==> src/rtl/rs_pkg.sv <==
// Package: shared types for the reservation-station block.
// Assumes: none; holds only the station lifecycle encoding.
package rs_pkg;
    typedef enum logic [1:0] {
        ST_FREE = 2'd0,   // station unallocated
        ST_WAIT = 2'd1,   // allocated, not yet dispatched
        ST_EXEC = 2'd2    // dispatched, waiting for own broadcast
    } st_state_e;
endpackage

==> src/rtl/rs_pick.sv <==
// Module: lowest-index picker over a request vector.
// Assumes: N >= 1; IDX_W wide enough to hold N-1.
module rs_pick #(
    parameter int N     = 4,
    parameter int IDX_W = 2
) (
    input  logic [N-1:0]     req,
    output logic             found,
    output logic [IDX_W-1:0] idx
);
    // Scan from the top so the lowest set bit wins.
    always_comb begin
        found = 1'b0;
        idx   = '0;
        for (int i = N - 1; i >= 0; i--) begin
            if (req[i]) begin
                found = 1'b1;
                idx   = IDX_W'(i);
            end
        end
    end
endmodule

==> src/rtl/rs_station.sv <==
// Module: one reservation station entry.
// Holds opcode, two operand values with producer tags, and an immediate.
// Snoops the result bus and frees itself when its own tag is broadcast.
// Assumes: the alloc and take strobes come from pickers and are exclusive
// to one station; a tag value of zero means the operand is present.
module rs_station
    import rs_pkg::*;
#(
    parameter int DATA_W = 32,
    parameter int OP_W   = 3,
    parameter int TAG_W  = 3,
    parameter int MY_TAG = 1
) (
    input  logic              clk,
    input  logic              rst_n,
    input  logic              alloc_en,
    input  logic [OP_W-1:0]   in_op,
    input  logic [TAG_W-1:0]  in_qj,
    input  logic [DATA_W-1:0] in_vj,
    input  logic [TAG_W-1:0]  in_qk,
    input  logic [DATA_W-1:0] in_vk,
    input  logic [DATA_W-1:0] in_imm,
    input  logic              cdb_valid,
    input  logic [TAG_W-1:0]  cdb_tag,
    input  logic [DATA_W-1:0] cdb_data,
    input  logic              take_en,
    output logic              busy,
    output logic              ready,
    output logic [OP_W-1:0]   op_o,
    output logic [DATA_W-1:0] vj_o,
    output logic [DATA_W-1:0] vk_o,
    output logic [DATA_W-1:0] imm_o
);
    localparam logic [TAG_W-1:0] OWN_TAG = TAG_W'(MY_TAG);

    st_state_e         st_q;
    logic [TAG_W-1:0]  qj_q, qk_q;
    logic [DATA_W-1:0] vj_q, vk_q, imm_q;
    logic [OP_W-1:0]   op_q;
    logic              hit_j, hit_k, own_done;

    // Decode bus matches for each pending operand and for this station's own result.
    always_comb begin
        hit_j    = cdb_valid && (qj_q != '0) && (qj_q == cdb_tag);
        hit_k    = cdb_valid && (qk_q != '0) && (qk_q == cdb_tag);
        own_done = cdb_valid && (cdb_tag == OWN_TAG);
    end

    // Station lifecycle: allocate, capture operands, dispatch, free.
    always_ff @(posedge clk) begin
        if (!rst_n) begin
            st_q  <= ST_FREE;
            op_q  <= '0;
            qj_q  <= '0;
            qk_q  <= '0;
            vj_q  <= '0;
            vk_q  <= '0;
            imm_q <= '0;
        end else if (alloc_en) begin
            st_q  <= ST_WAIT;
            op_q  <= in_op;
            qj_q  <= in_qj;
            qk_q  <= in_qk;
            vj_q  <= in_vj;
            vk_q  <= in_vk;
            imm_q <= in_imm;
        end else begin
            case (st_q)
                ST_WAIT: begin
                    if (hit_j) begin
                        vj_q <= cdb_data;
                        qj_q <= '0;
                    end
                    if (hit_k) begin
                        vk_q <= cdb_data;
                        qk_q <= '0;
                    end
                    if (take_en) st_q <= ST_EXEC;
                end
                ST_EXEC: begin
                    if (own_done) st_q <= ST_FREE;
                end
                default: st_q <= ST_FREE;
            endcase
        end
    end

    // Status and field outputs toward picker and dispatch mux.
    always_comb begin
        busy  = (st_q != ST_FREE);
        ready = (st_q == ST_WAIT) && (qj_q == '0) && (qk_q == '0);
        op_o  = op_q;
        vj_o  = vj_q;
        vk_o  = vk_q;
        imm_o = imm_q;
    end
endmodule

==> src/rtl/rs_reg_status.sv <==
// Module: register owner table (one producer tag per architectural register).
// Resolves issue-time sources to value or tag, with same-cycle bus bypass,
// and produces the register-file write for a broadcast whose tag owns a register.
// Assumes: a tag owns at most one register; set_tag is nonzero.
module rs_reg_status #(
    parameter int NUM_REGS = 8,
    parameter int REG_AW   = 3,
    parameter int TAG_W    = 3,
    parameter int DATA_W   = 32
) (
    input  logic              clk,
    input  logic              rst_n,
    input  logic              set_en,
    input  logic [REG_AW-1:0] set_reg,
    input  logic [TAG_W-1:0]  set_tag,
    input  logic [REG_AW-1:0] rd1_reg,
    input  logic [DATA_W-1:0] rd1_val,
    input  logic [REG_AW-1:0] rd2_reg,
    input  logic [DATA_W-1:0] rd2_val,
    input  logic              cdb_valid,
    input  logic [TAG_W-1:0]  cdb_tag,
    input  logic [DATA_W-1:0] cdb_data,
    output logic [TAG_W-1:0]  src1_q,
    output logic [DATA_W-1:0] src1_v,
    output logic [TAG_W-1:0]  src2_q,
    output logic [DATA_W-1:0] src2_v,
    output logic              wr_en,
    output logic [REG_AW-1:0] wr_addr,
    output logic [DATA_W-1:0] wr_data
);
    logic [TAG_W-1:0] owner_q [NUM_REGS];
    logic [TAG_W-1:0] own1, own2;

    // Source 1 resolution: file value, bypassed bus value, or pending tag.
    always_comb begin
        own1   = owner_q[rd1_reg];
        src1_q = own1;
        src1_v = rd1_val;
        if (own1 != '0 && cdb_valid && own1 == cdb_tag) begin
            src1_q = '0;
            src1_v = cdb_data;
        end
    end

    // Source 2 resolution, same rules as source 1.
    always_comb begin
        own2   = owner_q[rd2_reg];
        src2_q = own2;
        src2_v = rd2_val;
        if (own2 != '0 && cdb_valid && own2 == cdb_tag) begin
            src2_q = '0;
            src2_v = cdb_data;
        end
    end

    // Find the register (if any) owned by the broadcasting tag.
    always_comb begin
        wr_en   = 1'b0;
        wr_addr = '0;
        wr_data = cdb_data;
        for (int r = 0; r < NUM_REGS; r++) begin
            if (cdb_valid && owner_q[r] != '0 && owner_q[r] == cdb_tag) begin
                wr_en   = 1'b1;
                wr_addr = REG_AW'(r);
            end
        end
    end

    // Owner update per register: a new issue wins over a clearing broadcast.
    genvar g;
    generate
        for (g = 0; g < NUM_REGS; g++) begin : g_owner
            always_ff @(posedge clk) begin
                if (!rst_n) begin
                    owner_q[g] <= '0;
                end else if (set_en && set_reg == REG_AW'(g)) begin
                    owner_q[g] <= set_tag;
                end else if (cdb_valid && owner_q[g] != '0 && owner_q[g] == cdb_tag) begin
                    owner_q[g] <= '0;
                end
            end
        end
    endgenerate
endmodule

==> src/rtl/tomasulo_rs_unit.sv <==
// Module: reservation-station pool with register owner table and result-bus snooping.
// Allocates the lowest free station at issue, renames destinations to station
// tags, offers the lowest ready station to the functional unit, and turns
// broadcasts into operand captures, station release and register writes.
// Assumes: the unit broadcasts a tag only for a dispatched station;
// cdb_tag is nonzero when cdb_valid is 1.
module tomasulo_rs_unit #(
    parameter int NUM_RS   = 4,
    parameter int NUM_REGS = 8,
    parameter int DATA_W   = 32,
    parameter int OP_W     = 3,
    parameter int TAG_W    = $clog2(NUM_RS + 1),
    parameter int REG_AW   = $clog2(NUM_REGS)
) (
    input  logic              clk,
    input  logic              rst_n,
    input  logic              iss_valid,
    output logic              iss_ready,
    input  logic [OP_W-1:0]   iss_op,
    input  logic [REG_AW-1:0] iss_dst,
    input  logic [REG_AW-1:0] iss_src1,
    input  logic [REG_AW-1:0] iss_src2,
    input  logic [DATA_W-1:0] iss_val1,
    input  logic [DATA_W-1:0] iss_val2,
    input  logic [DATA_W-1:0] iss_imm,
    input  logic              cdb_valid,
    input  logic [TAG_W-1:0]  cdb_tag,
    input  logic [DATA_W-1:0] cdb_data,
    output logic              disp_valid,
    input  logic              disp_ready,
    output logic [TAG_W-1:0]  disp_tag,
    output logic [OP_W-1:0]   disp_op,
    output logic [DATA_W-1:0] disp_vj,
    output logic [DATA_W-1:0] disp_vk,
    output logic [DATA_W-1:0] disp_imm,
    output logic              rf_we,
    output logic [REG_AW-1:0] rf_waddr,
    output logic [DATA_W-1:0] rf_wdata
);
    localparam int IDX_W = (NUM_RS > 1) ? $clog2(NUM_RS) : 1;

    logic [NUM_RS-1:0] busy_vec, ready_vec, alloc_vec, take_vec;
    logic [IDX_W-1:0]  free_idx, disp_idx;
    logic              any_free, any_ready, iss_fire, disp_fire;
    logic [TAG_W-1:0]  new_tag;
    logic [TAG_W-1:0]  s1_q, s2_q;
    logic [DATA_W-1:0] s1_v, s2_v;

    logic [OP_W-1:0]   st_op  [NUM_RS];
    logic [DATA_W-1:0] st_vj  [NUM_RS];
    logic [DATA_W-1:0] st_vk  [NUM_RS];
    logic [DATA_W-1:0] st_imm [NUM_RS];

    // Choose the lowest free station for allocation.
    rs_pick #(.N(NUM_RS), .IDX_W(IDX_W)) u_free_pick (
        .req   (~busy_vec),
        .found (any_free),
        .idx   (free_idx)
    );

    // Choose the lowest ready station for dispatch.
    rs_pick #(.N(NUM_RS), .IDX_W(IDX_W)) u_disp_pick (
        .req   (ready_vec),
        .found (any_ready),
        .idx   (disp_idx)
    );

    // Handshake qualifiers and the tag given to a new instruction.
    always_comb begin
        iss_ready  = any_free;
        iss_fire   = iss_valid && any_free;
        disp_valid = any_ready;
        disp_fire  = any_ready && disp_ready;
        new_tag    = TAG_W'(free_idx) + TAG_W'(1);
    end

    // Destination renaming and source resolution.
    rs_reg_status #(
        .NUM_REGS (NUM_REGS),
        .REG_AW   (REG_AW),
        .TAG_W    (TAG_W),
        .DATA_W   (DATA_W)
    ) u_regstat (
        .clk       (clk),
        .rst_n     (rst_n),
        .set_en    (iss_fire),
        .set_reg   (iss_dst),
        .set_tag   (new_tag),
        .rd1_reg   (iss_src1),
        .rd1_val   (iss_val1),
        .rd2_reg   (iss_src2),
        .rd2_val   (iss_val2),
        .cdb_valid (cdb_valid),
        .cdb_tag   (cdb_tag),
        .cdb_data  (cdb_data),
        .src1_q    (s1_q),
        .src1_v    (s1_v),
        .src2_q    (s2_q),
        .src2_v    (s2_v),
        .wr_en     (rf_we),
        .wr_addr   (rf_waddr),
        .wr_data   (rf_wdata)
    );

    // Station array; tag of station i is i+1.
    genvar g;
    generate
        for (g = 0; g < NUM_RS; g++) begin : g_st
            assign alloc_vec[g] = iss_fire  && (free_idx == IDX_W'(g));
            assign take_vec[g]  = disp_fire && (disp_idx == IDX_W'(g));

            rs_station #(
                .DATA_W (DATA_W),
                .OP_W   (OP_W),
                .TAG_W  (TAG_W),
                .MY_TAG (g + 1)
            ) u_station (
                .clk       (clk),
                .rst_n     (rst_n),
                .alloc_en  (alloc_vec[g]),
                .in_op     (iss_op),
                .in_qj     (s1_q),
                .in_vj     (s1_v),
                .in_qk     (s2_q),
                .in_vk     (s2_v),
                .in_imm    (iss_imm),
                .cdb_valid (cdb_valid),
                .cdb_tag   (cdb_tag),
                .cdb_data  (cdb_data),
                .take_en   (take_vec[g]),
                .busy      (busy_vec[g]),
                .ready     (ready_vec[g]),
                .op_o      (st_op[g]),
                .vj_o      (st_vj[g]),
                .vk_o      (st_vk[g]),
                .imm_o     (st_imm[g])
            );
        end
    endgenerate

    // Dispatch mux: present the selected station's fields.
    always_comb begin
        disp_tag = TAG_W'(disp_idx) + TAG_W'(1);
        disp_op  = '0;
        disp_vj  = '0;
        disp_vk  = '0;
        disp_imm = '0;
        for (int i = 0; i < NUM_RS; i++) begin
            if (disp_idx == IDX_W'(i)) begin
                disp_op  = st_op[i];
                disp_vj  = st_vj[i];
                disp_vk  = st_vk[i];
                disp_imm = st_imm[i];
            end
        end
    end
endmodule

==> config.mk <==
export PLATFORM = sky130hd
export DESIGN_NAME = tomasulo_rs_unit
export DESIGN_NICKNAME = d
export VERILOG_FILES = /design/src/rtl/rs_pkg.sv /design/src/rtl/rs_pick.sv /design/src/rtl/rs_station.sv /design/src/rtl/rs_reg_status.sv /design/src/rtl/tomasulo_rs_unit.sv
export SDC_FILE = /design/constraint.sdc
export NUM_CORES = 1
export LEC_CHECK = 0
export ABC_AREA = 0
export CAP_MARGIN = 20
export CELL_PAD_IN_SITES_DETAIL_PLACEMENT = 0
export CELL_PAD_IN_SITES_GLOBAL_PLACEMENT = 1
export CORE_ASPECT_RATIO = 0.5
export CORE_MARGIN = 4
export CORE_UTILIZATION = 35
export DETAILED_ROUTE_END_ITERATION = 16
export PLACE_DENSITY = 0.77
export SLEW_MARGIN = 15
export SYNTH_ARGS = -nofsm -noshare
export SYNTH_HDL_FRONTEND = slang
export SYNTH_SLANG_ARGS = --single-unit
==> constraint.sdc <==
create_clock -name clk -period 3.92 [get_ports clk]
set_input_delay 0.784 -clock clk [delete_from_list [all_inputs] [get_ports clk]]
set_output_delay 0.784 -clock clk [all_outputs]
set_load 0.03 [all_outputs]
==> impl_metrics.csv <==
group,metric,value,unit
clock_network,cts_made_buffers,45,
synthesis,synth_top_area_share,33.9,%
synthesis,yosysMostFrequentCell,"nand2_1",
synthesis,ys_types,55,
clock_network,cts_max_level,2,
global_route,grt_pass1_wl,136000,um
min_path,min_from,"g_st[1].u_station.imm_o[18]",
synthesis,synthTopCellsByCount,"647 x nand2_1, 428 x dfxtp_1, 276 x clkbuf_1, 256 x o21ai_0, 233 x nor2_1",
global_route,antenna_found_initial,5,
critical_path,crit_type,"flop to primary output",
synthesis,syn-cell-area,25300,sq um
synthesis,ys_async_sr_fraction,0,%
placement,dpl.cell_count,4248,
floorplanning,ios,288,
synthesis,synth_fp_nets,3344,
floorplanning,start_util,35.5,%
min_path,hold_class,"flop to flop",
floorplanning,die_area,76900,sq um
floorplanning,die_h,198,um
drt,antenna_left,0,
final_layout,syn_to_final_growth,28.4,%
critical_path,setup.worst_path.start_class,"flop",
sta,hold_ws,461,ps
sta,rsz0062_at_grt,"true",
critical_path,crit_fanout,11,
critical_path,worstPathRequired,3140,ps
placement,port_buffers,287,
floorplanning,row_count,69,
sta,maxSlewViolCount,0,
pwr,total_power,12.8,mW
synthesis,synthTopCellsByArea,"dfxtp_1 34%, nand2_1 9.6%, mux2_2 5.8%",
drt,drt_iter0_markers,2125,
global_route,grt_max_degree,174,
drt,routed.top_layer,"met4",
final_layout,fin_cells,4355,
critical_path,cp-startpoint,"g_st[2].u_station.qk_q[0]",
critical_path,max_stage_delay,360,ps
sta,period_minus_slack,3940,ps
synthesis,synth_edf_count,24,
critical_path,critical_path.top_delay_family,"simple AND/OR/NAND/NOR gates",
sta,fin_worst_skew,20.1,ps
sta,worstMarginPinSlew,782,ps
clock_network,cts_root_buf,"clkbuf_16",
critical_path,reg2reg_from,"u_regstat.owner_q[7][0]",
clock_network,cts_buffer_depth,3,
clock_network,clock_latency,600,ps
synthesis,postSynthCellCount,3188,
critical_path,reg2reg_slack,940,ps
synthesis,ys_seq_area_share,36.7,%
synthesis,synth_area_leader_cell,"dfxtp_1",
drt,drc_errors,0,
sta,maxSlewHeadroom,47.2,%
clock_network,cts.clk_slew.worst_paths,70,ps
synthesis,ys.flop_type,"dfxtp_1",
clock_network,tritoncts,"built",
drt,via_per_inst,5.61,
drt,wl_met3,5300,um
drt,route.met2.wl,42500,um
global_route,grt_overflow,0,
synthesis,synth_area_per_cell,7.93,sq um
placement,gp_congestion,0.866,
placement,preCtsSetupSlack,49.3,ps
global_route,grt_pass1_vias,23012,
sta,post-route-period-util,100,%
final_layout,drive_gt1_share,19.7,%
sta,max_freq,254,MHz
drt,wl_per_cell,20.8,um
pwr,worst_ir_drop_vdd,319,uV
floorplanning,core,71300,sq um
critical_path,crit_chain,"nor4_4 > nand3_2 > and2_4 > nand2b_4 > ha_4 > buf_6 > bufbuf_16 > a21oi_1 > nor2_1 > a21oi_1 > o21ai_0 > buf_4 > buf_4",
outcome,status,"complete, but fails checks",
global_route,grt_use_total,22.1,%
drt,finalWirelength,90600,um
critical_path,slowest_stage,"dfxtp_4",
pwr,p_leak,13.8,nW
pwr,power_density,393,nW/um^2
clock_network,cts.sinks,452,
drt,drt_first_pass_iters,5,
placement,hpwlAfterDp,57200,um
job,drv_cap,0,
outcome,violations,"negative setup slack",
critical_path,cp_num_buf_inv,4,
sta,hold_viol_final,0,
drt,wl_met1,40200,um
drt,vias,24444,
synthesis,yosysWarnings,0,
sta,fin_ws,-18.8,ps
final_layout,nets,3515,
floorplanning,die_width,388,um
synthesis,synth_seq_cells,452,
critical_path,worstPathArrival,3150,ps
critical_path,critPathCaptureType,"primary output",
sta,finalSetupViolCount,1,
[stage by stage]
step	util [%]	area, sq um	setup TNS [ps]
3_5_place_dp	42.3	30100	0
3_3_place_gp	42.3	30100	0
4_1_cts	44.9	32000	-274
6_report	45.5	32500	-18.8
2_1_floorplan	-	25300	0
5_1_grt	45.5	32500	-2430
[timing repair]
| item | CTS | global route |
|---|---|---|
| resized for setup | 102 | 97 |
| pin swaps | 13 | 31 |
| cloned | 3 | 5 |
| setup buffers | 14 | 9 |
| endpoints found under the setup margin | 99 | 99 |
| hold buffers | 0 | 0 |
[where the power goes]
part           total, mW  switching [mW]  internal, mW
Sequential          5.00           0.135          4.86
Combinational       3.21            1.86          1.35
Clock               4.55            2.01          2.54
[routing by layer]
layer | track usage, % | vias to the layer above
met1 | 29.7 | 11890
met5 | 0 | -
li1 | - | 11645
met2 | 37.2 | 760
met4 | 6.76 | 0
met3 | 2.99 | 149
[worst paths after layout]
check	cells past startpoint	endpoint
hold reg to reg	2	g_st[1].u_station.imm_o[18]
setup / recovery	13	disp_vj[12]
hold / removal	2	g_st[1].u_station.imm_o[18]
setup reg to reg	6	g_st[2].u_station.vk_o[31]
[sequential cells by signal, summed over array words and instances, names as in the netlist]
name                  count
u_regstat.owner_q        24
g_st.u_station.vj_o     128
g_st.u_station.st_q       8
g_st.u_station.imm_o    128
g_st.u_station.qj_q      12
g_st.u_station.vk_o     128
g_st.u_station.qk_q      12
g_st.u_station.op_o      12
[cell families after synthesis]
logic type	share of synthesized area, %
buffers and inverters	6.13
flip-flops	36.7
XOR/XNOR	1.32
AO/OA/AOI/OAI	25.4
adder cells (fa/ha/maj)	0.396
multiplexers	12.3
AND/OR/NAND/NOR	17.8
[worst reg2reg max path: cells and delay by family, from the launching register on]
| family | cells | cell delay (ps) |
|---|---|---|
| multiplexers | 2 | 820 |
| AO/OA/AOI/OAI | 2 | 620 |
| AND/OR/NAND/NOR | 2 | 910 |
| flip-flops | 1 | 490 |
[cell type report]
cell class	count	area, sq um
clock buffer	67	1320
antenna	2	5.00
sequential	452	9300
clock inverter	16	181
multi-input combinational	2371	15000
tap	958	1200
fill	6950	38800
timing repair buffer	477	5390
inverter	12	45.0
[cell usage in the layout (no fill, tap or decap), types with 10 or more instances in the layout]
master / synthesis / routed
o21ai_2: 30 / 50
buf_12: 0 / 85
buf_4: 38 / 176
a21boi_0: 158 / 157
mux2i_1: 135 / 135
clkdlybuf4s50_1: 0 / 181
a21oi_1: 209 / 191
dfxtp_1: 428 / 422
nand2_1: 647 / 635
and3_1: 49 / 49
nand3_1: 50 / 46
mux2_2: 130 / 130
nor2_1: 233 / 224
nand3_2: 10 / 14
a21oi_2: 0 / 17
o21ai_1: 4 / 52
a21boi_1: 16 / 17
o21ai_0: 256 / 186
nand4_1: 12 / 12
xnor2_1: 36 / 36
o311a_1: 128 / 128
clkbuf_1: 276 / 12
clkbuf_16: 0 / 51
buf_6: 0 / 19
nor2b_1: 13 / 10
or3b_2: 13 / 13
a211oi_1: 16 / 16
mux4_2: 11 / 11
edfxtp_1: 24 / 24
a31oi_1: 129 / 129
(Power assumes the default switching activity.)
